File: src/rtl/ipi_cmd_pkg.sv
package ipi_cmd_pkg;
    localparam int VEC_W     = 8;
    localparam int MODE_W    = 3;
    localparam int ID_W      = 8;
    localparam int SH_W      = 2;
    localparam int VEC_LSB   = 0;
    localparam int MODE_LSB  = 8;
    localparam int BUSY_BIT  = 12;
    localparam int LEVEL_BIT = 14;
    localparam int SH_LSB    = 18;
    localparam int DEST_LSB  = 24;

    typedef enum logic [1:0] {
        TGT_ONE    = 2'd0,
        TGT_SELF   = 2'd1,
        TGT_ALL    = 2'd2,
        TGT_OTHERS = 2'd3
    } tgt_e;

    typedef struct packed {
        logic [VEC_W-1:0]  vector;
        logic [MODE_W-1:0] mode;
        logic              level;
        logic [SH_W-1:0]   shorthand;
        logic [ID_W-1:0]   dest;
    } cmd_t;
endpackage

File: src/rtl/ipi_addr_decode.sv
module ipi_addr_decode #(
    parameter int ADDR_W  = 12,
    parameter int CMD_OFF = 'h300,
    parameter int DST_OFF = 'h310,
    parameter int EOI_OFF = 'h0B0
) (
    input  logic              wr_en,
    input  logic [ADDR_W-1:0] wr_addr,
    input  logic [ADDR_W-1:0] rd_addr,
    output logic              wr_cmd,
    output logic              wr_dst,
    output logic              wr_eoi,
    output logic              rd_cmd,
    output logic              rd_dst
);
    localparam logic [ADDR_W-1:0] CMD_A = ADDR_W'(CMD_OFF);
    localparam logic [ADDR_W-1:0] DST_A = ADDR_W'(DST_OFF);
    localparam logic [ADDR_W-1:0] EOI_A = ADDR_W'(EOI_OFF);

    always_comb begin
        wr_cmd = wr_en && (wr_addr == CMD_A);
        wr_dst = wr_en && (wr_addr == DST_A);
        wr_eoi = wr_en && (wr_addr == EOI_A);
        rd_cmd = (rd_addr == CMD_A);
        rd_dst = (rd_addr == DST_A);
    end
endmodule

File: src/rtl/ipi_cmd_store.sv
module ipi_cmd_store
    import ipi_cmd_pkg::*;
#(
    parameter int DATA_W = 32
) (
    input  logic              clk,
    input  logic              rst_n,
    input  logic              wr_cmd,
    input  logic              wr_dst,
    input  logic [DATA_W-1:0] wr_data,
    input  logic              fire,
    output cmd_t              cmd_q,
    output logic              busy_q
);
    typedef struct packed {
        cmd_t cmd;
        logic busy;
    } store_t;

    store_t st_d, st_q;

    always_comb begin
        st_d = st_q;
        if (fire) begin
            st_d.busy = 1'b0;
        end
        if (!st_q.busy) begin
            if (wr_dst) begin
                st_d.cmd.dest = wr_data[DEST_LSB +: ID_W];
            end
            if (wr_cmd) begin
                st_d.cmd.vector    = wr_data[VEC_LSB +: VEC_W];
                st_d.cmd.mode      = wr_data[MODE_LSB +: MODE_W];
                st_d.cmd.level     = wr_data[LEVEL_BIT];
                st_d.cmd.shorthand = wr_data[SH_LSB +: SH_W];
                st_d.busy          = 1'b1;
            end
        end
    end

    always_ff @(posedge clk or negedge rst_n) begin
        if (!rst_n) begin
            st_q <= '0;
        end else begin
            st_q <= st_d;
        end
    end

    assign cmd_q  = st_q.cmd;
    assign busy_q = st_q.busy;

    // an idle command write makes the unit busy
    a_r4_launch: assert property (@(posedge clk) disable iff (!rst_n)
        (!busy_q && wr_cmd) |=> busy_q);

    // the busy state and the command are held until acceptance
    a_r5_hold: assert property (@(posedge clk) disable iff (!rst_n)
        (busy_q && !fire) |=> (busy_q && $stable(cmd_q)));

    // acceptance frees the unit
    a_r5_release: assert property (@(posedge clk) disable iff (!rst_n)
        fire |=> !busy_q);

    // writes during busy leave the stored words alone
    a_r6_ignore_busy: assert property (@(posedge clk) disable iff (!rst_n)
        (busy_q && (wr_cmd || wr_dst)) |=> $stable(cmd_q));
endmodule

File: src/rtl/ipi_target_resolve.sv
module ipi_target_resolve
    import ipi_cmd_pkg::*;
(
    input  cmd_t            cmd,
    input  logic [ID_W-1:0] self_id,
    output tgt_e            tgt,
    output logic [ID_W-1:0] dest
);
    localparam logic [ID_W-1:0] BCAST = {ID_W{1'b1}};

    always_comb begin
        unique case (cmd.shorthand)
            2'd1: begin
                tgt  = TGT_SELF;
                dest = self_id;
            end
            2'd2: begin
                tgt  = TGT_ALL;
                dest = BCAST;
            end
            2'd3: begin
                tgt  = TGT_OTHERS;
                dest = BCAST;
            end
            default: begin
                tgt  = (cmd.dest == BCAST) ? TGT_ALL : TGT_ONE;
                dest = cmd.dest;
            end
        endcase
    end
endmodule

File: src/rtl/ipi_cmd_unit.sv
module ipi_cmd_unit
    import ipi_cmd_pkg::*;
#(
    parameter int ADDR_W  = 12,
    parameter int DATA_W  = 32,
    parameter int CMD_OFF = 'h300,
    parameter int DST_OFF = 'h310,
    parameter int EOI_OFF = 'h0B0
) (
    input  logic              clk,
    input  logic              rst_n,
    input  logic [ID_W-1:0]   self_id,
    input  logic              wr_en,
    input  logic [ADDR_W-1:0] wr_addr,
    input  logic [DATA_W-1:0] wr_data,
    input  logic [ADDR_W-1:0] rd_addr,
    output logic [DATA_W-1:0] rd_data,
    output logic              msg_valid,
    input  logic              msg_ready,
    output logic [VEC_W-1:0]  msg_vector,
    output logic [MODE_W-1:0] msg_mode,
    output logic              msg_level,
    output logic [ID_W-1:0]   msg_dest,
    output logic [1:0]        msg_class,
    output logic              eoi_pulse
);
    logic wr_cmd, wr_dst, wr_eoi, rd_cmd, rd_dst;
    logic fire, busy_q;
    cmd_t cmd_q;
    tgt_e tgt;

    typedef struct packed {
        logic eoi;
    } top_t;

    top_t top_d, top_q;

    ipi_addr_decode #(
        .ADDR_W (ADDR_W),
        .CMD_OFF(CMD_OFF),
        .DST_OFF(DST_OFF),
        .EOI_OFF(EOI_OFF)
    ) u_dec (
        .wr_en  (wr_en),
        .wr_addr(wr_addr),
        .rd_addr(rd_addr),
        .wr_cmd (wr_cmd),
        .wr_dst (wr_dst),
        .wr_eoi (wr_eoi),
        .rd_cmd (rd_cmd),
        .rd_dst (rd_dst)
    );

    assign fire = busy_q && msg_ready;

    ipi_cmd_store #(.DATA_W(DATA_W)) u_store (
        .clk    (clk),
        .rst_n  (rst_n),
        .wr_cmd (wr_cmd),
        .wr_dst (wr_dst),
        .wr_data(wr_data),
        .fire   (fire),
        .cmd_q  (cmd_q),
        .busy_q (busy_q)
    );

    ipi_target_resolve u_res (
        .cmd    (cmd_q),
        .self_id(self_id),
        .tgt    (tgt),
        .dest   (msg_dest)
    );

    always_comb begin
        top_d     = top_q;
        top_d.eoi = wr_eoi;
    end

    always_ff @(posedge clk or negedge rst_n) begin
        if (!rst_n) begin
            top_q <= '0;
        end else begin
            top_q <= top_d;
        end
    end

    always_comb begin
        rd_data = '0;
        if (rd_cmd) begin
            rd_data[VEC_LSB +: VEC_W]   = cmd_q.vector;
            rd_data[MODE_LSB +: MODE_W] = cmd_q.mode;
            rd_data[BUSY_BIT]           = busy_q;
            rd_data[LEVEL_BIT]          = cmd_q.level;
            rd_data[SH_LSB +: SH_W]     = cmd_q.shorthand;
        end else if (rd_dst) begin
            rd_data[DEST_LSB +: ID_W]   = cmd_q.dest;
        end
    end

    assign msg_valid  = busy_q;
    assign msg_vector = cmd_q.vector;
    assign msg_mode   = cmd_q.mode;
    assign msg_level  = cmd_q.level;
    assign msg_class  = tgt;
    assign eoi_pulse  = top_q.eoi;

    // the completion pulse follows a completion write by one cycle
    a_r10_eoi_follows: assert property (@(posedge clk) disable iff (!rst_n)
        wr_eoi |=> eoi_pulse);

    // the completion pulse lasts a single cycle unless rewritten
    a_r10_eoi_single: assert property (@(posedge clk) disable iff (!rst_n)
        (eoi_pulse && !wr_eoi) |=> !eoi_pulse);

    // the message fields stay put while the port stalls
    a_r5_stall_stable: assert property (@(posedge clk) disable iff (!rst_n)
        (msg_valid && !msg_ready) |=> (msg_valid && $stable(msg_vector)
            && $stable(msg_mode) && $stable(msg_class)));

    // a self-targeted message names the sender
    a_r7_self_dest: assert property (@(posedge clk) disable iff (!rst_n)
        (msg_valid && msg_class == 2'd1) |-> (msg_dest == self_id));
endmodule

File: config.mk
export PLATFORM = sky130hd
export DESIGN_NAME = ipi_cmd_unit
export DESIGN_NICKNAME = d
export VERILOG_FILES = /design/src/rtl/ipi_cmd_pkg.sv /design/src/rtl/ipi_addr_decode.sv /design/src/rtl/ipi_cmd_store.sv /design/src/rtl/ipi_target_resolve.sv /design/src/rtl/ipi_cmd_unit.sv
export SDC_FILE = /design/constraint.sdc
export NUM_CORES = 1
export LEC_CHECK = 0
export ABC_AREA = 1
export CORE_MARGIN = 2
export CORE_UTILIZATION = 44
export DETAILED_ROUTE_END_ITERATION = 10
export DONT_BUFFER_PORTS = 1
export GPL_TIMING_DRIVEN = 1
export REMOVE_ABC_BUFFERS = 1
export SYNTH_ARGS = -nofsm -noshare
export SYNTH_HDL_FRONTEND = slang
export SYNTH_SLANG_ARGS = --single-unit
export TNS_END_PERCENT = 5
File: constraint.sdc
create_clock -name clk -period 3.4 [get_ports clk]
set_input_delay 0.17 -clock clk [delete_from_list [all_inputs] [get_ports clk]]
set_output_delay 0.17 -clock clk [all_outputs]
set_load 0.02 [all_outputs]
# Word-level counts from Yosys, hierarchy flattened

Cells that the tools add are included.

Mux-type cells: 12
Bitwise operators: 1
Equality and inequality tests: 9
Reductions and logical operators: 7

Operators with widths:

| cell                   | number |
|---|---|
| $eq A12 B10 Y1 const B | 4 |
| $mux W8                | 2 |
| $pmux W8 S2            | 1 |
| $eq A12 B8 Y1 const B  | 1 |
| $mux W11               | 1 |
| $eq A8 B8 Y1 const B   | 1 |
| $pmux W2 S3            | 1 |
| $mux W1                | 5 |
| $eq A2 B2 Y1 const B   | 2 |
| $logic_and A1 B1 Y1    | 4 |
| $mux W2                | 2 |
| $reduce_and A2 Y1      | 2 |
| $eq A2 B1 Y1 const B   | 1 |
| $reduce_or A2 Y1       | 1 |
| $not A1 Y1             | 1 |

Input port bits: 68
Output and inout port bits: 56
Logic and storage cells: 36
Register bits after elaboration: 24

# Logic depth before layout (Yosys ltp)

Depth in word-level cells: 4
Gate-level depth with buffers: 8
Gate-level depth less buffers: 7

# By module

A second synthesis with hierarchy kept.

Cell total of the unflattened synthesis: 248
Area, all modules: 1607.8 sq um

By module, submodules not included:

| module             | area an instance (sq um) | seq. area each (sq um) | cells each | times used |
|---|---|---|---|---|
| ipi_cmd_store      | 903.4                    | 575.6                  | 98         | 1 |
| ipi_cmd_unit       | 309.0                    | 25.0                   | 62         | 1 |
| ipi_addr_decode    | 207.7                    | 0.0                    | 51         | 1 |
| ipi_target_resolve | 187.7                    | 0.0                    | 37         | 1 |

# Least setup slack after synthesis

Ideal clock, no wire load.

Kind: register -> output
From: reg u_store.st_q (netlist bit u_store.cmd_q[8])
To: out msg_class[1]
Arrival time: 1.173 ns
Data required time: 3.230 ns
Setup slack: 2.057 ns
Stages on the path, launching flop included: 4
Path buffers: 0
Cells stage by stage: dfrtp_1 -> nor2_2 -> nand2_1 -> o21ai_0

Cells in the longest elaborated chain, start to end: 2
Elaborated cells on any way between the ends: 4
Classes of those cells: 3 x eq/ne; 1 x mux

Ends and longest elaborated chain:

| item                                                | RTL line                 | text |
|---|---|---|
| start: declaration                                  | ipi_cmd_store.sv:20      | `store_t st_d, st_q;` |
| start signal: assignment                            | ipi_cmd_store.sv:45      | `st_q <= st_d;` |
| $eq A2 B2 Y1 / $eq A2 B1 Y1 (equally long branches) | ipi_target_resolve.sv:12 | `unique case (cmd.shorthand)` |
| $pmux W2 S3 *                                       | ipi_target_resolve.sv:12 |  |
| end: declaration                                    | ipi_cmd_unit.sv:24       | `output logic [1:0] msg_class,` |

Every way passes the cells marked *; elsewhere a longest branch is shown, timed or not.

# Worst setup path in the final report

From: reg u_store.st_q (netlist bit u_store.cmd_q[9])
To: out msg_class[1]

Same word-level chain as after synthesis.

==> impl_metrics.tcl <==
set metrics [dict create \
    root_buffer "clkbuf_4" \
    routedWlPerCell_um 12.7 \
    clk-insertion-delay-late_ps 310 \
    critPathRequiredTime_ps 3230 \
    synth-compound-area-share_pct 3.35 \
    clock_sinks 24 \
    power_density_nw_per_um2 305 \
    utilization_pct 52.9 \
    synth_xor_area_share_pct 0 \
    drt_first_pass_iters 4 \
    hpwl_um 2550 \
    area_delta_synth_final_pct 12.6 \
    worst_setup_path_end_kind "output port" \
    switchingPower_uw 120 \
    power.leakage_nw 0.883 \
    rsz0062_at_grt "false" \
    yosys.area.top_type_share_pct 37.4 \
    die-area_um2 4150 \
    seq_area_frac_synth_pct 37.4 \
    drt_wl_total_um 3600 \
    syn_area_um2 1610 \
    track_usage_pct 17.2 \
    die_h_um 64.4 \
    yosys_warnings 0 \
    synthAdderAreaFrac_pct 0 \
    intPower_uw 432 \
    cts.htree.levels 1 \
    synth_cells 225 \
    cp-start-kind "register" \
    synth_area_leaders "dfrtp_1 (37%), nand2_1 (12%), buf_4 (9.4%)" \
    switching_share_pct 21.8 \
    drt_iter0_markers 45 \
    max_freq_mhz 492 \
    skew_ps 5.26 \
    cts_buffer_depth 2 \
    setup_viol 0 \
    synth.distinct_cells 23 \
    pwr-share-seq_pct 52.2 \
    die_w_um 64.4 \
    power_uw 552 \
    fin_crit_sh_pct 59.8 \
    detail_route.vias_per_cell 4.95 \
    synth_area_per_cell_um2 7.13 \
    coreArea_um2 3420 \
    ys_ff_latch 24 \
    critPathKind "register to output port" \
    synthMuxAreaShare_pct 0 \
    layout.cells.most_common_list "nand2_1 (52), nor2_1 (33), dlygate4sd3_1 (27)" \
    synthSimpleGateAreaFrac_pct 39.5 \
    period_minus_slack_ps 2030 \
    clk_pin_slew_ps 130 \
    antenna_found_initial 0 \
    final_antenna_net_count 0 \
    place.gp.congestion 0.689 \
    synth_top_area_cell "dfrtp_1" \
    final_common_cell "nand2_1" \
    p_clk_share_pct 37.3 \
    drc_errors 0 \
    vdd_drop_max_mv 0.164 \
    grt_pass1_wl_um 5640 \
    grt_pass1_vias 1325 \
    drv_cap 0 \
    diodes 0 \
    grt_start_max_net_pins 25 \
    hold_violations 0 \
    drive_gt1_share_pct 8.44 \
    start_util_pct 47.0 \
    cts_tree "done" \
    num_io_pins 124 \
    grt_overflow 0 \
    num_vias 1400 \
    port_buffers 0 \
    tightest_slew_ps 1060 \
    drv_slew 0 \
    crit_fanout 11 \
    power_frac_comb_pct 10.5 \
    status "completed" \
    setup_tns_ps 0 \
    synth_top_family_by_area "simple AND/OR/NAND/NOR gates" \
    min_path_type "input port to register" \
    slew_headroom_pct 29.1 \
    critical_path_arrival_ps 1860 \
    finalNetCount 306 \
    num_rows 21 \
    numCtsBuffers 3 \
]
[stage by stage]
step                      hold WS [ps]  instances  setup slack (ps)  area, µm²
after floorplan                   -126        206              1940       1430
after global placement            -125        252              1740       1490
after detailed placement          -125        252              1720       1490
after CTS                          157        283              1340       1810
after global routing               155        283              1230       1810
final                              164        283              1370       1810
[final cells by class]
type	count	area [µm²]
multi-input cells	154	722
fillers	346	1610
clock inverters	1	30.0
repair buffers	27	270
well taps	46	57.6
inverters	28	105
flip-flops and latches	24	601
clock buffers	3	22.5
[final timing paths]
kind / cells after the start / start / to / slack (ps)
worst max register to register: 6 / u_store.busy_q / u_store.cmd_q[8] / 1990
worst min-delay path: 4 / wr_addr[4] / u_store.cmd_q[1] / 160
max in group asynchronous: 1 / rst_n / u_store.cmd_q[9] / 2290
worst max-delay path: 3 / u_store.cmd_q[9] / msg_class[1] / 1370
min in group asynchronous: 1 / rst_n / u_store.cmd_q[8] / 480
worst min register to register: 2 / u_store.cmd_q[7] / u_store.cmd_q[7] / 480
[power groups by stage]
stage | Clock [mW] | Sequential, mW | Combinational [mW]
floorplan | 0 | 0.294 | 0.0267
global placement | 0 | 0.294 | 0.0285
detailed placement | 0 | 0.294 | 0.0287
CTS | 0.210 | 0.289 | 0.0581
global route | 0.223 | 0.289 | 0.0628
finish | 0.206 | 0.288 | 0.0578
[state kept, by name, indices dropped and copies added, names as in the netlist]
signal / flops
u_store.cmd_q: 22
eoi_pulse: 1
u_store.busy_q: 1
[kinds of logic (layout without fill, tap and decap cells)]
| kind of cell | Yosys count | in the layout |
|---|---|---|
| compound gates | 10 | 10 |
| buf+inv | 55 | 59 |
| flops | 24 | 24 |
| other cells | 1 | 9 |
| simple gates | 135 | 135 |
[routing by layer]
metal,GRT usage [%],up-vias,part of all wire [%]
met1,18.6,630,41
met4,5.59,0,0.75
met2,33.7,79,51
li1,-,689,-
met3,2.64,2,7.6
met5,0,-,0
[repair_timing]
action,in CTS,in global routing
hold buffers,27,0
buffers inserted,0,0
gates resized for setup,0,0
hold endpoints to repair,48,0
[synthesized netlist by cell type]
cell      number
or2_4          1
nand4_1        2
nor3_1        10
clkinv_1       1
nor2_2         5
o21ai_2        1
nand2_1       52
buf_2          1
nor2_4         1
nor2_8         2
inv_1         26
buf_4         20
inv_2          1
nand2_4        2
nand3_1       24
nor2_1        33
buf_6          4
nand2_2        3
clkbuf_1       2
o21ai_0        1
conb_1         1
dfrtp_1       24
a21oi_1        8
[critical path: stages (launching register included)]
cell and delay [ps]:
dfrtp_1 540, nor2_2 370, nand2_1 90, o21ai_0 560
No activity file was read; power rests on OpenSTA's default activity.
